File: src/rtl/tpi_pkg.sv
// Package tpi_pkg
// Shared defaults for the training pattern insertion block.
// Assumes 4-bit lane words, with bit 0 being the first bit serialized.
package tpi_pkg;
    localparam int unsigned DEF_WORD_W   = 4;
    localparam int unsigned DEF_NUM_DATA = 16;
    localparam int unsigned DEF_SYNC_LEN = 2;
    // Serializer order 0,0,1,0 (bit 0 first) gives 0100 at the far end.
    localparam logic [DEF_WORD_W-1:0] DEF_TRAIN_WORD = 4'b0100;

    // Mode of the output register.
    typedef enum logic {
        MODE_NORMAL = 1'b0,
        MODE_TRAIN  = 1'b1
    } tpi_mode_e;
endpackage

File: src/rtl/tpi_sync.sv
// Module tpi_sync
// Multi-flop synchronizer for one asynchronous level.
// Assumes the input is a slow level. Reset value is a parameter, so the
// block can come out of reset already asking for training.
module tpi_sync #(
    parameter int unsigned STAGES  = 2,
    parameter logic        RST_VAL = 1'b1
) (
    input  logic clk_i,
    input  logic rst_ni,
    input  logic async_i,
    output logic sync_o
);
    logic [STAGES-1:0] chain_q;

    // Shift the asynchronous level through the flop chain.
    always_ff @(posedge clk_i) begin
        if (!rst_ni) begin
            chain_q <= {STAGES{RST_VAL}};
        end else begin
            chain_q <= {chain_q[STAGES-2:0], async_i};
        end
    end

    assign sync_o = chain_q[STAGES-1];
endmodule

File: src/rtl/tpi_mode_ctrl.sv
// Module tpi_mode_ctrl
// Keeps the insertion mode, taken once per word period from the
// synchronized init level, so a change always lands on a word boundary.
// Assumes one clock edge per 4-bit word. Reset leaves it in training.
module tpi_mode_ctrl
    import tpi_pkg::*;
(
    input  logic      clk_i,
    input  logic      rst_ni,
    input  logic      init_sync_i,
    output tpi_mode_e mode_o
);
    tpi_mode_e mode_q;
    tpi_mode_e mode_d;

    // Choose the mode for the next word period.
    always_comb begin
        mode_d = init_sync_i ? MODE_TRAIN : MODE_NORMAL;
    end

    // Hold the mode for one full word period.
    always_ff @(posedge clk_i) begin
        if (!rst_ni) begin
            mode_q <= MODE_TRAIN;
        end else begin
            mode_q <= mode_d;
        end
    end

    assign mode_o = mode_q;
endmodule

File: src/rtl/tpi_lane_mux.sv
// Module tpi_lane_mux
// Registered two-way select for one lane: the training word or the
// lane's parallel word. Assumes the mode is already in the clock domain.
// Reset loads the training word.
module tpi_lane_mux
    import tpi_pkg::*;
#(
    parameter int unsigned         WORD_W     = DEF_WORD_W,
    parameter logic [WORD_W-1:0]   TRAIN_WORD = DEF_TRAIN_WORD
) (
    input  logic              clk_i,
    input  logic              rst_ni,
    input  tpi_mode_e         mode_i,
    input  logic [WORD_W-1:0] word_i,
    output logic [WORD_W-1:0] word_o
);
    logic [WORD_W-1:0] sel_d;
    logic [WORD_W-1:0] word_q;

    // Pick the training word or the data word for this lane.
    always_comb begin
        sel_d = (mode_i == MODE_TRAIN) ? TRAIN_WORD : word_i;
    end

    // Register a whole lane word each half-rate cycle.
    always_ff @(posedge clk_i) begin
        if (!rst_ni) begin
            word_q <= TRAIN_WORD;
        end else begin
            word_q <= sel_d;
        end
    end

    assign word_o = word_q;
endmodule

File: src/rtl/tpi_tx_top.sv
// Module tpi_tx_top
// Training pattern insertion for a 16-data-lane plus valid-lane link.
// Synchronizes init-active, keeps a word-aligned mode, and drives every
// lane's serializer word through a registered select. Assumes one
// 4:1 serializer per lane outside this block on the same clock.
module tpi_tx_top
    import tpi_pkg::*;
#(
    parameter int unsigned       WORD_W     = DEF_WORD_W,
    parameter int unsigned       NUM_DATA   = DEF_NUM_DATA,
    parameter int unsigned       SYNC_LEN   = DEF_SYNC_LEN,
    parameter logic [WORD_W-1:0] TRAIN_WORD = DEF_TRAIN_WORD
) (
    input  logic                       clk_i,
    input  logic                       rst_ni,
    input  logic                       init_active_i,
    input  logic [NUM_DATA*WORD_W-1:0] tx_data_i,
    input  logic [WORD_W-1:0]          tx_valid_i,
    output logic [NUM_DATA*WORD_W-1:0] lane_data_o,
    output logic [WORD_W-1:0]          lane_valid_o
);
    localparam int unsigned NUM_LANES = NUM_DATA + 1;
    localparam int unsigned BUS_W     = NUM_LANES * WORD_W;

    logic              init_sync;
    tpi_mode_e         mode;
    logic [BUS_W-1:0]  lane_in;
    logic [BUS_W-1:0]  lane_out;

    // Bring the asynchronous request into the clock domain.
    tpi_sync #(
        .STAGES  (SYNC_LEN),
        .RST_VAL (1'b1)
    ) u_sync (
        .clk_i   (clk_i),
        .rst_ni  (rst_ni),
        .async_i (init_active_i),
        .sync_o  (init_sync)
    );

    // Keep the word-aligned insertion mode.
    tpi_mode_ctrl u_mode (
        .clk_i       (clk_i),
        .rst_ni      (rst_ni),
        .init_sync_i (init_sync),
        .mode_o      (mode)
    );

    // The valid lane sits above the data lanes as the last lane.
    assign lane_in = {tx_valid_i, tx_data_i};

    // One registered select per lane, all sharing the mode.
    for (genvar g = 0; g < NUM_LANES; g++) begin : g_lane
        tpi_lane_mux #(
            .WORD_W     (WORD_W),
            .TRAIN_WORD (TRAIN_WORD)
        ) u_mux (
            .clk_i  (clk_i),
            .rst_ni (rst_ni),
            .mode_i (mode),
            .word_i (lane_in[g*WORD_W +: WORD_W]),
            .word_o (lane_out[g*WORD_W +: WORD_W])
        );
    end

    assign lane_data_o  = lane_out[NUM_DATA*WORD_W-1:0];
    assign lane_valid_o = lane_out[BUS_W-1 -: WORD_W];
endmodule

File: config.mk
export PLATFORM = sky130hd
export DESIGN_NAME = tpi_tx_top
export DESIGN_NICKNAME = d
export VERILOG_FILES = /design/src/rtl/tpi_pkg.sv /design/src/rtl/tpi_sync.sv /design/src/rtl/tpi_mode_ctrl.sv /design/src/rtl/tpi_lane_mux.sv /design/src/rtl/tpi_tx_top.sv
export SDC_FILE = /design/constraint.sdc
export NUM_CORES = 1
export LEC_CHECK = 0
export ABC_AREA = 1
export ABC_CLOCK_PERIOD_IN_PS = 2250
export BUFFER_PORTS_ARGS = -buffer_cell sky130_fd_sc_hd__buf_4
export CORE_ASPECT_RATIO = 1.5
export CORE_MARGIN = 8
export CORE_UTILIZATION = 43
export CTS_CLUSTER_SIZE = 20
export DETAILED_ROUTE_END_ITERATION = 6
export GPL_TIMING_DRIVEN = 0
export PLACE_DENSITY = 0.88
export SYNTH_ARGS = -nofsm -noshare
export SYNTH_HDL_FRONTEND = slang
export SYNTH_SLANG_ARGS = --single-unit
File: constraint.sdc
create_clock -name clk_i -period 2.25 [get_ports clk_i]
set_input_delay 0.45 -clock clk_i [delete_from_list [all_inputs] [get_ports clk_i]]
set_output_delay 0.45 -clock clk_i [all_outputs]
set_load 0.01 [all_outputs]
# After elaboration in Yosys (flattened, before gate mapping)
# Cells that the tools add are included.
# word_totals
wordCells	22
out_inout_bits	68
ff_bits	71
# op_classes
reduce_logical	1
bitwise	1
n_mux	1
# ops
op	count
OR reduction 2 bit	1
two-way mux 1 bit	1
NOT 1 bit	1

# Logic depth before layout (Yosys ltp)
# Gate-level depths: netlist of the first run.
# logic_depth
word_depth	2
ltp_mapped	4
mapped_depth_nobuf	3

# Hierarchy
# From an unflattened synthesis of the first run, not the netlist that was laid out.
# hier_totals
cells_unflattened	230
hier_area_um2	2124.5
# by_module_without_submodules
mod	area_each_um2	cells_per_inst	instances	seq_area_each_um2
tpi_lane_mux	120.1	13	17	80.1
tpi_sync	55.1	6	1	40.0
tpi_mode_ctrl	27.5	3	1	20.0

# Worst setup path before layout of the first run
# OpenSTA, ideal clock, no wires.
# synth_path
path_kind	in2reg
from	in rst_ni
to	reg g_lane[10].u_mux.word_q[2]
path_buffers	1
t_required_ns	2.137
arrival_time_ns	0.805
cell_stages	4
path_slack_ns	1.332
cell_sequence	inv_2 > nor2_4 > buf_6 > nand2_1
# synth_between
elab_chain_len	2
# synth_lines
item	line_no	source
start: declaration	tpi_tx_top.sv:15	input logic rst_ni,
NOT 1 bit (no line)	n/a	
OR reduction 2 bit (no line)	n/a	
end signal: assignment	tpi_lane_mux.sv:30	word_q <= sel_d;
end: declaration	tpi_lane_mux.sv:18	logic [WORD_W-1:0] word_q;
# No other way between the ends.
# A chain may end at the register's enable or synchronous reset.

# Worst setup path after layout of the first run
# layout_path
from	reg g_lane[14].u_mux.word_q[0]
to	out lane_data_o[56]
# layout_lines
item	line_no	source
start: declaration	tpi_lane_mux.sv:18	
start signal: assignment	tpi_lane_mux.sv:30	
end: declaration	tpi_tx_top.sv:19	output logic [NUM_DATA*WORD_W-1:0] lane_data_o,
# No word-level cell between the ends.

==> results of run 1 <==
## worst paths after layout
check	startpoint	end	slack, ns	cells after the start
max	g_lane[14].u_mux.word_o[0]	lane_data_o[56]	1.03	1
min	tx_data_i[30]	g_lane[7].u_mux.word_o[2]	0.30	3
max reg2reg	u_mode.mode_o	g_lane[13].u_mux.word_o[0]	1.35	4
min reg2reg	u_sync.chain_q[1]	u_mode.mode_o	0.42	1
## state kept, by name, summed over array words and instances (netlist names)
register	flops
u_mode.mode_o	1
u_sync.chain_q	2
g_lane.u_mux.word_o	68
## routing by layer
metal  up-vias  global-route usage, %
met5         -                      0
met4         0                  5.213
met3         2                  10.18
met2        86                  27.04
met1       741                  12.22
li1        887                      -
## report_power, final
part	leakage [nW]	switching (W)	internal [W]
clock network	0.0918	0.000437	0.000424
logic	1.22	0.0000539	0.000105
registers	0.574	0.00000405	0.00127
## stage by stage
stage / instances / instance area [sq um]
finish: 438 / 3314
global route: 438 / 3314
CTS: 438 / 3314
detailed placement: 422 / 3141
global placement: 422 / 3141
floorplan: 220 / 2024
## kinds of logic (layout without fill, tap and decap cells)
logic type / after synthesis / count (layout) / synth area share (%)
buffers and inverters: 76 / 230 / 15.39
and+or+nand+nor: 73 / 73 / 14.40
DFF: 71 / 71 / 70.21
## layout by cell type (no fill, tap or decap)
cell / Yosys / final
nor2_4: 1 / 1
nand2_2: 1 / 1
clkinv_4: 0 / 1
nand2_1: 17 / 17
inv_2: 1 / 1
clkinv_2: 0 / 4
clkinvlp_4: 0 / 1
clkbuf_8: 0 / 10
dfxtp_1: 71 / 71
inv_1: 69 / 69
buf_6: 1 / 1
nor2_1: 51 / 51
or2_2: 3 / 3
buf_4: 5 / 143
## final cells by class
| type | count | share of cell area, % |
|---|---|---|
| flip-flops and latches | 71 | 42.88 |
| repair buffers | 138 | 31.26 |
| multi-input cells | 73 | 8.796 |
| inverters | 70 | 7.928 |
| clock buffers | 10 | 4.153 |
| well taps | 64 | 2.416 |
| plain buffers | 6 | 1.472 |
| clock inverters | 6 | 1.095 |
==> run_results.csv, run 1 <==
group,metric,value,unit
timing,min_period_over_period,54.34,%
synth,synth_area_leader_cell,"dfxtp_1",
timing,worst_pin_slew,0.2044,ns
final_layout,drive_gt1_share,44.39,%
final_layout,antenna_cells,0,
drt,route.detailed.drc,0,
setup_path,required,1.80,ns
cts,hold_buffers,0,
floorplanning,fp-row-count,30,
cts,path_clk_slew,0.08,ns
synth,synth_area_leaders,"dfxtp_1 70%, inv_1 13%, nor2_1 9.5%",
synth,netlist_instances,220,
timing,tns,0,ns
timing,finalSetupViolations,0,
synth,yosysMostFrequentCell,"dfxtp_1",
synth,avgSynthCellArea,9.202,sq um
job,maxCapViolations,0,
drt,met2WireLength,2841,um
drt,highest_layer,"met4",
timing,rsz0062_at_grt,"false",
final_layout,n_fill_cell,370,
drt,detail_route.wl_per_cell,12.18,um
drt,drtAntennaViolNets,0,
drt,wl_met3,727,um
cts,cts_root_buf,"clkbuf_8",
floorplanning,die_h,100.0,um
cts,htree_levels,3,
timing,fin_crit,1.223,ns
final_layout,multi_input_area,291.5,sq um
timing,finClkSkew,0.009516,ns
cts,cts_made_buffers,9,
setup_path,slowest_stage,"dfxtp_1",
setup_path,critPathMaxStageDelay,0.31,ns
synth,ys_top_cells_by_count,"71 x dfxtp_1, 69 x inv_1, 51 x nor2_1",
outcome,status,"finished clean",
synth,synth_warnings,0,
cts,clock_path_buffers,2,
setup_path,endpoint_kind,"output port",
pwr,powerDensity,692.1,mW/mm^2
synth,synth_seq_cells,71,
setup_path,crit_fanout,1,
timing,relSlewSlack,86.34,%
pwr,power_leakage,1.882,nW
setup_path,cp.arrival,0.77,ns
timing,fin_hold_ws,0.3028,ns
worst_hold_path,min_path_type,"primary input to flip-flop",
global_route,grt_max_degree,13,
floorplanning,core_area,0.004542,sq mm
timing,hold_viol_final,0,
global_route,grtUsageTotal,14.90,%
cts,postCtsSetupBuffers,0,
synth,syn_area,0.002024,sq mm
final_layout,seqCellArea,0.001421,sq mm
floorplanning,dieArea,0.007205,sq mm
synth,ys_seq_area_share,70.21,%
final_layout,fin_util,72.98,%
synth,synth-edff-count,0,
timing,finalMaxSlewViolations,0,
placement,portBuffers,138,
cts,clk_latency,0.32,ns
setup_path,worst-path-buf-inv,1,
setup_path,start_kind,"flip-flop",
pwr,ir_drop,0.0004502,V
synth,ys_async_sr_fraction,0,%
timing,fin_ws,1.027,ns
placement,gp_congestion,0.7139,
synth,syn_nets,291,
final_layout,final_nets,440,
drt,num_vias,1716,
global_route,grt_pass1_wl,8355,um
final_layout,syn_to_final_growth,63.72,%
floorplanning,pin_count,139,
pwr,power,0.002294,W
global_route,gr-total-overflow,0,
setup_path,cp_cell_sequence,"buf_4",
drt,firstDrtPassIters,5,
cts,cts_tree,"built",
cts,cts.sinks,71,
setup_path,crit_family,"flip-flops",
drt,wirelength,5335,um
synth,ys.flop_type,"dfxtp_1",
timing,timing.fmax,817.8,MHz
floorplanning,die_w,72.03,um
synth,synth_top_area_share,70.21,%
placement,hpwl,4411,um
drt,dr.first_iter.drc_count,79,
drt,vias_per_cell,3.918,
global_route,antenna_found_initial,0,
setup_path,crit_type,"flip-flop to output port",
global_route,grt_pass1_vias,1837,
synth,yosysUniqueCellTypes,10,
placement,pre_cts_slack,1.128,ns
drt,wl_met1,1749,um
cts,ctsResizeCount,0,
floorplanning,start_util,44.57,%
Power figures use the tool's default switching activity.
==> run 2: changes to the inputs <==
--- a/config.mk
+++ b/config.mk
@@ -5,16 +5,16 @@
 export SDC_FILE = /design/constraint.sdc
 export NUM_CORES = 1
 export LEC_CHECK = 0
-export ABC_AREA = 1
-export ABC_CLOCK_PERIOD_IN_PS = 2250
+export ABC_AREA = 0
+export ABC_CLOCK_PERIOD_IN_PS = 1200
 export BUFFER_PORTS_ARGS = -buffer_cell sky130_fd_sc_hd__buf_4
 export CORE_ASPECT_RATIO = 1.5
 export CORE_MARGIN = 8
-export CORE_UTILIZATION = 43
+export CORE_UTILIZATION = 41
 export CTS_CLUSTER_SIZE = 20
 export DETAILED_ROUTE_END_ITERATION = 6
 export GPL_TIMING_DRIVEN = 0
-export PLACE_DENSITY = 0.88
+export PLACE_DENSITY = 0.83
 export SYNTH_ARGS = -nofsm -noshare
 export SYNTH_HDL_FRONTEND = slang
 export SYNTH_SLANG_ARGS = --single-unit
==> constraint.sdc (replaced) <==
create_clock -name clk_i -period 1.2 [get_ports clk_i]
set_input_delay 0.24 -clock clk_i [delete_from_list [all_inputs] [get_ports clk_i]]
set_output_delay 0.24 -clock clk_i [all_outputs]
set_load 0.01 [all_outputs]
==> run_results.csv, run 2 <==
group,metric,value,unit
timing,fin_ws,0.1466,ns
timing,hold_viol_final,0,
pwr,p_comb_share,6.4,%
synth,yosysUniqueCellTypes,8,
drt,firstDrtPassIters,4,
drt,wirelength,5736,um
floorplanning,pin_count,139,
final_layout,antenna_cells,0,
floorplanning,dieArea,0.007751,sq mm
global_route,grtUsageTotal,15.46,%
final_layout,fin_util,68.38,%
final_layout,n_fill_cell,405,
final_layout,multi_input_area,619.3,sq um
drt,drtAntennaViolNets,0,
global_route,grt_max_degree,13,
synth,synth_warnings,0,
global_route,gr-total-overflow,0,
synth,ys_seq_area_share,67.30,%
drt,num_vias,1683,
final_layout,seqCellArea,0.001423,sq mm
timing,rsz0062_at_grt,"false",
timing,min_period_over_period,87.78,%
final_layout,layout_commonest_cell,"buf_4",
synth,synth-edff-count,0,
global_route,grt_pass1_wl,9087,um
cts,postCtsSetupBuffers,0,
synth,syn_nets,227,
synth,synth_top_area_share,67.30,%
timing,finalMaxSlewViolations,0,
synth,synth_top_family_by_area,"simple AND/OR/NAND/NOR gates",
setup_path,startpoint,"u_mode.mode_o",
worst_hold_path,min_path_type,"primary input to flip-flop",
cts,cts_tree,"built",
synth,yosysMostFrequentCell,"dfxtp_1",
floorplanning,die_w,74.60,um
placement,hpwl,4758,um
synth,netlist_instances,156,
pwr,powerDensity,1356,mW/mm^2
timing,fin_hold_ws,0.08691,ns
final_layout,largest_reg_flops,68,
pwr,power_leakage,1.860,nW
cts,htree_levels,3,
floorplanning,core_area,0.005045,sq mm
timing,fin_crit,1.053,ns
setup_path,cp.arrival,1.27,ns
pwr,ir_drop,0.0007496,V
cts,cts_made_buffers,9,
floorplanning,die_h,103.9,um
synth,synthMuxAreaShare,0,%
pwr,seqPwrFrac,51.1,%
setup_path,endpoint_kind,"flip-flop",
pwr,p_clk_share,42.5,%
timing,relSlewSlack,77.67,%
synth,synth_xor_xnor_area_share,0,%
pwr,sw_frac_of_total,19.81,%
pwr,p_int,0.003752,W
final_layout,final_nets,376,
setup_path,crit_fanout,10,
floorplanning,start_util,41.87,%
placement,portBuffers,138,
job,maxCapViolations,0,
timing,timing.fmax,949.3,MHz
cts,clk_latency,0.33,ns
synth,syn_area,0.002112,sq mm
drt,detail_route.wl_per_cell,15.17,um
final_layout,drive_gt1_share,51.61,%
synth,synth_seq_cells,71,
floorplanning,fp-row-count,32,
global_route,grt_pass1_vias,1856,
timing,finClkSkew,0.005210,ns
placement,pre_cts_slack,0.04029,ns
synth,avgSynthCellArea,13.54,sq um
final_layout,final_cell_mix,"138 x buf_4, 70 x dfxtp_1, 50 x and3b_1, 17 x or3b_1, 10 x clkbuf_1",
timing,worst_pin_slew,0.3349,ns
synth,synthAdderAreaFrac,0,%
synth,synth_area_leader_cell,"dfxtp_1",
timing,tns,0,ns
setup_path,reg2reg_from,"u_mode.mode_o",
global_route,antenna_found_initial,0,
placement,gp_congestion,0.6714,
drt,dr.first_iter.drc_count,55,
pwr,power,0.004679,W
cts,hold_buffers,0,
drt,vias_per_cell,4.452,
cts,path_clk_slew,0.07,ns
synth,ys_top_cells_by_count,"71 x dfxtp_1, 50 x and3b_1, 17 x or3b_1",
drt,route.detailed.drc,0,
synth,synthSimpleGateAreaFrac,29.32,%
setup_path,crit_type,"flip-flop to flip-flop",
synth,ys_async_sr_fraction,0,%
setup_path,start_kind,"flip-flop",
cts,cts_root_buf,"clkbuf_8",
cts,cts.sinks,71,
worst_hold_path,hp-start,"tx_data_i[10]",
synth,synth_compound_area_share,0,%
synth,ys.flop_type,"dfxtp_1",
outcome,status,"finished clean",
final_layout,syn_to_final_growth,63.33,%
cts,clock_path_buffers,2,
setup_path,required,1.41,ns
synth,synth_area_leaders,"dfxtp_1 67%, and3b_1 21%, or3b_1 7.0%",
pwr,power_switching,0.0009267,W
timing,finalSetupViolations,0,
==> run 2: cell count changes in the layout (fill, tap and decap cells not counted), sizes merged, moves of 3 or more <==
cell and change:
or2b +3, inv -70, or3b +17, nor2 -52, or2 -3, clkbuf +10, clkinv -3, nand2 -18
and3b +51
==> run 2: cell families after synthesis <==
family	count (synthesis)
buf+inv	14
simple gates	71
flops	71
==> run 2: metrics by stage <==
stage	instances	area (sq um)
2_1_floorplan	156	2112
3_3_place_gp	362	3233
3_5_place_dp	362	3233
4_1_cts	378	3446
5_1_grt	378	3450
6_report	378	3450
==> run 2: critical path, cell delays in order, from the launching register on <==
cell and delay (ns):
dfxtp_2 0.35, clkbuf_1 0.19, or3b_1 0.40
==> run 2: path summary, 6_finish.rpt <==
path / endpoint / slack [ns] / depth (start not counted)
hold / removal: g_lane[2].u_mux.word_o[2] / 0.09 / 2
setup reg to reg: g_lane[14].u_mux.word_o[2] / 0.15 / 2
setup / recovery: g_lane[14].u_mux.word_o[2] / 0.15 / 2
hold reg to reg: u_mode.mode_o / 0.41 / 1
==> run 2: metal layers <==
| layer | up-vias | track usage (%) | wire length, um |
|---|---|---|---|
| met5 | - | 0 | 0 |
| met4 | 0 | 8.169 | 166 |
| met3 | 16 | 7.625 | 657 |
| met2 | 90 | 27.72 | 3079 |
| met1 | 748 | 13.02 | 1832 |
| li1 | 829 | - | - |
==> run 2: power by group through the flow <==
| stage | combinational (W) | clock (W) | sequential, W |
|---|---|---|---|
| after floorplan | 0.0000659 | 0 | 0.00246 |
| after global placement | 0.000295 | 0 | 0.00244 |
| after detailed placement | 0.000304 | 0 | 0.00244 |
| after CTS | 0.000304 | 0.00205 | 0.00239 |
| after global routing | 0.000329 | 0.00218 | 0.00239 |
| final | 0.000300 | 0.00199 | 0.00239 |
==> run 2: final cells by class <==
class | instances | area share (%)
Multi-Input combinational cell | 71 | 17.95
Clock buffer | 10 | 3.700
Timing Repair Buffer | 138 | 30.03
Buffer | 14 | 2.140
Sequential cell | 71 | 41.24
Clock inverter | 6 | 2.466
Tap cell | 68 | 2.466
==> run 2: timing repair <==
action	in CTS	in global routing
endpoints found under the hold margin	0	0
resized for setup	0	2
endpoints found under the setup margin	0	11
==> run 3: changes to the inputs <==
==> constraint.sdc (replaced) <==
create_clock -name clk_i -period 1.2 [get_ports clk_i]
set_input_delay 0.06 -clock clk_i [delete_from_list [all_inputs] [get_ports clk_i]]
set_output_delay 0.06 -clock clk_i [all_outputs]
set_load 0.01 [all_outputs]
==> run_results.csv, run 3 (synthesis results as in run 2) <==
group,metric,value,unit
floorplanning,core_area,0.005045,sq mm
placement,gp_congestion,0.6714,
timing,relSlewSlack,76.02,%
pwr,p_clk_share,41.1,%
timing,hold_viol_final,0,
drt,wl_met3,730,um
final_layout,final_cell_mix,"138 x buf_4, 70 x dfxtp_1, 69 x dlygate4sd3_1, 50 x and3b_1, 17 x or3b_1",
timing,worst_pin_slew,0.3597,ns
timing,finClkSkew,0.008238,ns
drt,highest_layer,"met4",
cts,cts_root_buf,"clkbuf_8",
outcome,status,"finished clean",
timing,finalSetupViolations,0,
drt,met2WireLength,4514,um
pwr,power_leakage,2.148,nW
global_route,grt_max_degree,13,
drt,wl_met1,2633,um
drt,detail_route.wl_per_cell,17.91,um
final_layout,syn_to_final_growth,96.15,%
pwr,seqPwrFrac,48.6,%
job,maxCapViolations,0,
setup_path,crit_end,"g_lane[7].u_mux.word_o[0]",
cts,cts_tree,"built",
floorplanning,pin_count,139,
final_layout,n_fill_cell,293,
pwr,power,0.004921,W
timing,fin_ws,0.1035,ns
pwr,power_switching,0.001021,W
pwr,p_comb_share,10.3,%
placement,portBuffers,138,
drt,drtAntennaViolNets,0,
placement,dp_cells,362,
drt,vias_per_cell,4.580,
setup_path,crit_fanout,10,
setup_path,ff2ff_setup_slack,0.10,ns
pwr,powerDensity,1188,mW/mm^2
final_layout,layout_commonest_cell,"buf_4",
setup_path,start_kind,"flip-flop",
cts,path_clk_slew,0.07,ns
cts,cts_made_buffers,9,
setup_path,rr_endpoint,"g_lane[7].u_mux.word_o[0]",
drt,dr.first_iter.drc_count,93,
floorplanning,dieArea,0.007751,sq mm
drt,firstDrtPassIters,4,
final_layout,multi_input_area,619.3,sq um
timing,min_period_over_period,91.37,%
drt,route.detailed.drc,0,
timing,timing.fmax,912.0,MHz
global_route,grt_pass1_wl,12190,um
pwr,p_int,0.003899,W
setup_path,reg2reg_from,"u_mode.mode_o",
setup_path,required,1.42,ns
worst_hold_path,hp-start,"rst_ni",
cts,clock_path_buffers,2,
final_layout,drive_gt1_share,42.22,%
final_layout,largest_reg_flops,68,
placement,hpwl,4758,um
global_route,grtUsageTotal,20.85,%
setup_path,crit_type,"flip-flop to flip-flop",
global_route,gr-total-overflow,0,
pwr,sw_frac_of_total,20.75,%
final_layout,final_nets,445,
floorplanning,die_h,103.9,um
worst_hold_path,min_path_type,"primary input to flip-flop",
final_layout,seqCellArea,0.001423,sq mm
setup_path,startpoint,"u_mode.mode_o",
timing,rsz0062_at_grt,"false",
setup_path,reg2reg_depth,3,
final_layout,final_area,0.004143,sq mm
setup_path,endpoint_kind,"flip-flop",
floorplanning,start_util,41.87,%
global_route,antenna_found_initial,1,
floorplanning,die_w,74.60,um
floorplanning,fp-row-count,32,
setup_path,cp.arrival,1.32,ns
drt,num_vias,2052,
final_layout,stdcell_count,448,
placement,dpl_cell_area,0.003233,sq mm
global_route,grt_pass1_vias,2346,
cts,clk_latency,0.34,ns
drt,wirelength,8023,um
cts,cts.sinks,71,
pwr,ir_drop,0.0007585,V
timing,finalMaxSlewViolations,0,
cts,htree_levels,3,
placement,pre_cts_slack,0.04029,ns
timing,tns,0,ns
timing,fin_crit,1.096,ns
-- run 3: worst min-delay path by stage --
stage                                 to  slack, ns  cells past startpoint
2_1_floorplan          u_sync.chain_q[0]       0.16                      1
3_3_place_gp           u_sync.chain_q[0]       0.24                      2
3_5_place_dp   g_lane[2].u_mux.word_o[2]       0.25                      2
4_1_cts        g_lane[4].u_mux.word_o[2]       0.04                      2
5_1_grt        g_lane[4].u_mux.word_o[2]       0.07                      2
6_report       g_lane[4].u_mux.word_o[2]       0.07                      2
-- run 3: repair_timing --
item                       in CTS  in global routing
buffers inserted                0                  0
hold buffers                   69                  0
gates resized for setup         0                  2
hold endpoints to repair       69                  0
setup endpoints to repair       0                 13
-- run 3: power by group through the flow --
stage | registers (W) | logic [W] | clock network (W)
floorplan | 0.00246 | 0.0000659 | 0
global placement | 0.00244 | 0.000295 | 0
detailed placement | 0.00244 | 0.000304 | 0
CTS | 0.00239 | 0.000489 | 0.00205
global route | 0.00239 | 0.000539 | 0.00217
finish | 0.00239 | 0.000506 | 0.00202
-- run 3: cell type report --
type / instances / share of cell area, %
Buffer: 14 / 1.782
Clock buffer: 10 / 3.081
Antenna cell: 1 / 0.06040
Sequential cell: 71 / 34.34
Clock inverter: 6 / 2.054
Timing Repair Buffer: 207 / 41.68
Tap cell: 68 / 2.054
Multi-Input combinational cell: 71 / 14.95
-- run 3: worst max-delay path, stage by stage, from the launching register on --
cell	delay, ns
dfxtp_2	0.37
clkbuf_4	0.19
buf_2	0.19
and3b_1	0.22
-- run 3: metrics by stage --
step	utilization [%]	hold WS [ns]
3_5_place_dp	64.09	0.2506
5_1_grt	82.12	0.06597
6_report	82.12	0.07482
3_3_place_gp	64.09	0.2383
4_1_cts	81.99	0.04187
2_1_floorplan	-	0.1564
-- run 3: per-layer routing --
metal  vias up  global-route usage [%]
met5         -                       0
met4         0                   8.028
met3        13                   7.915
met2        96                   38.80
met1       972                   18.88
li1        971                       -
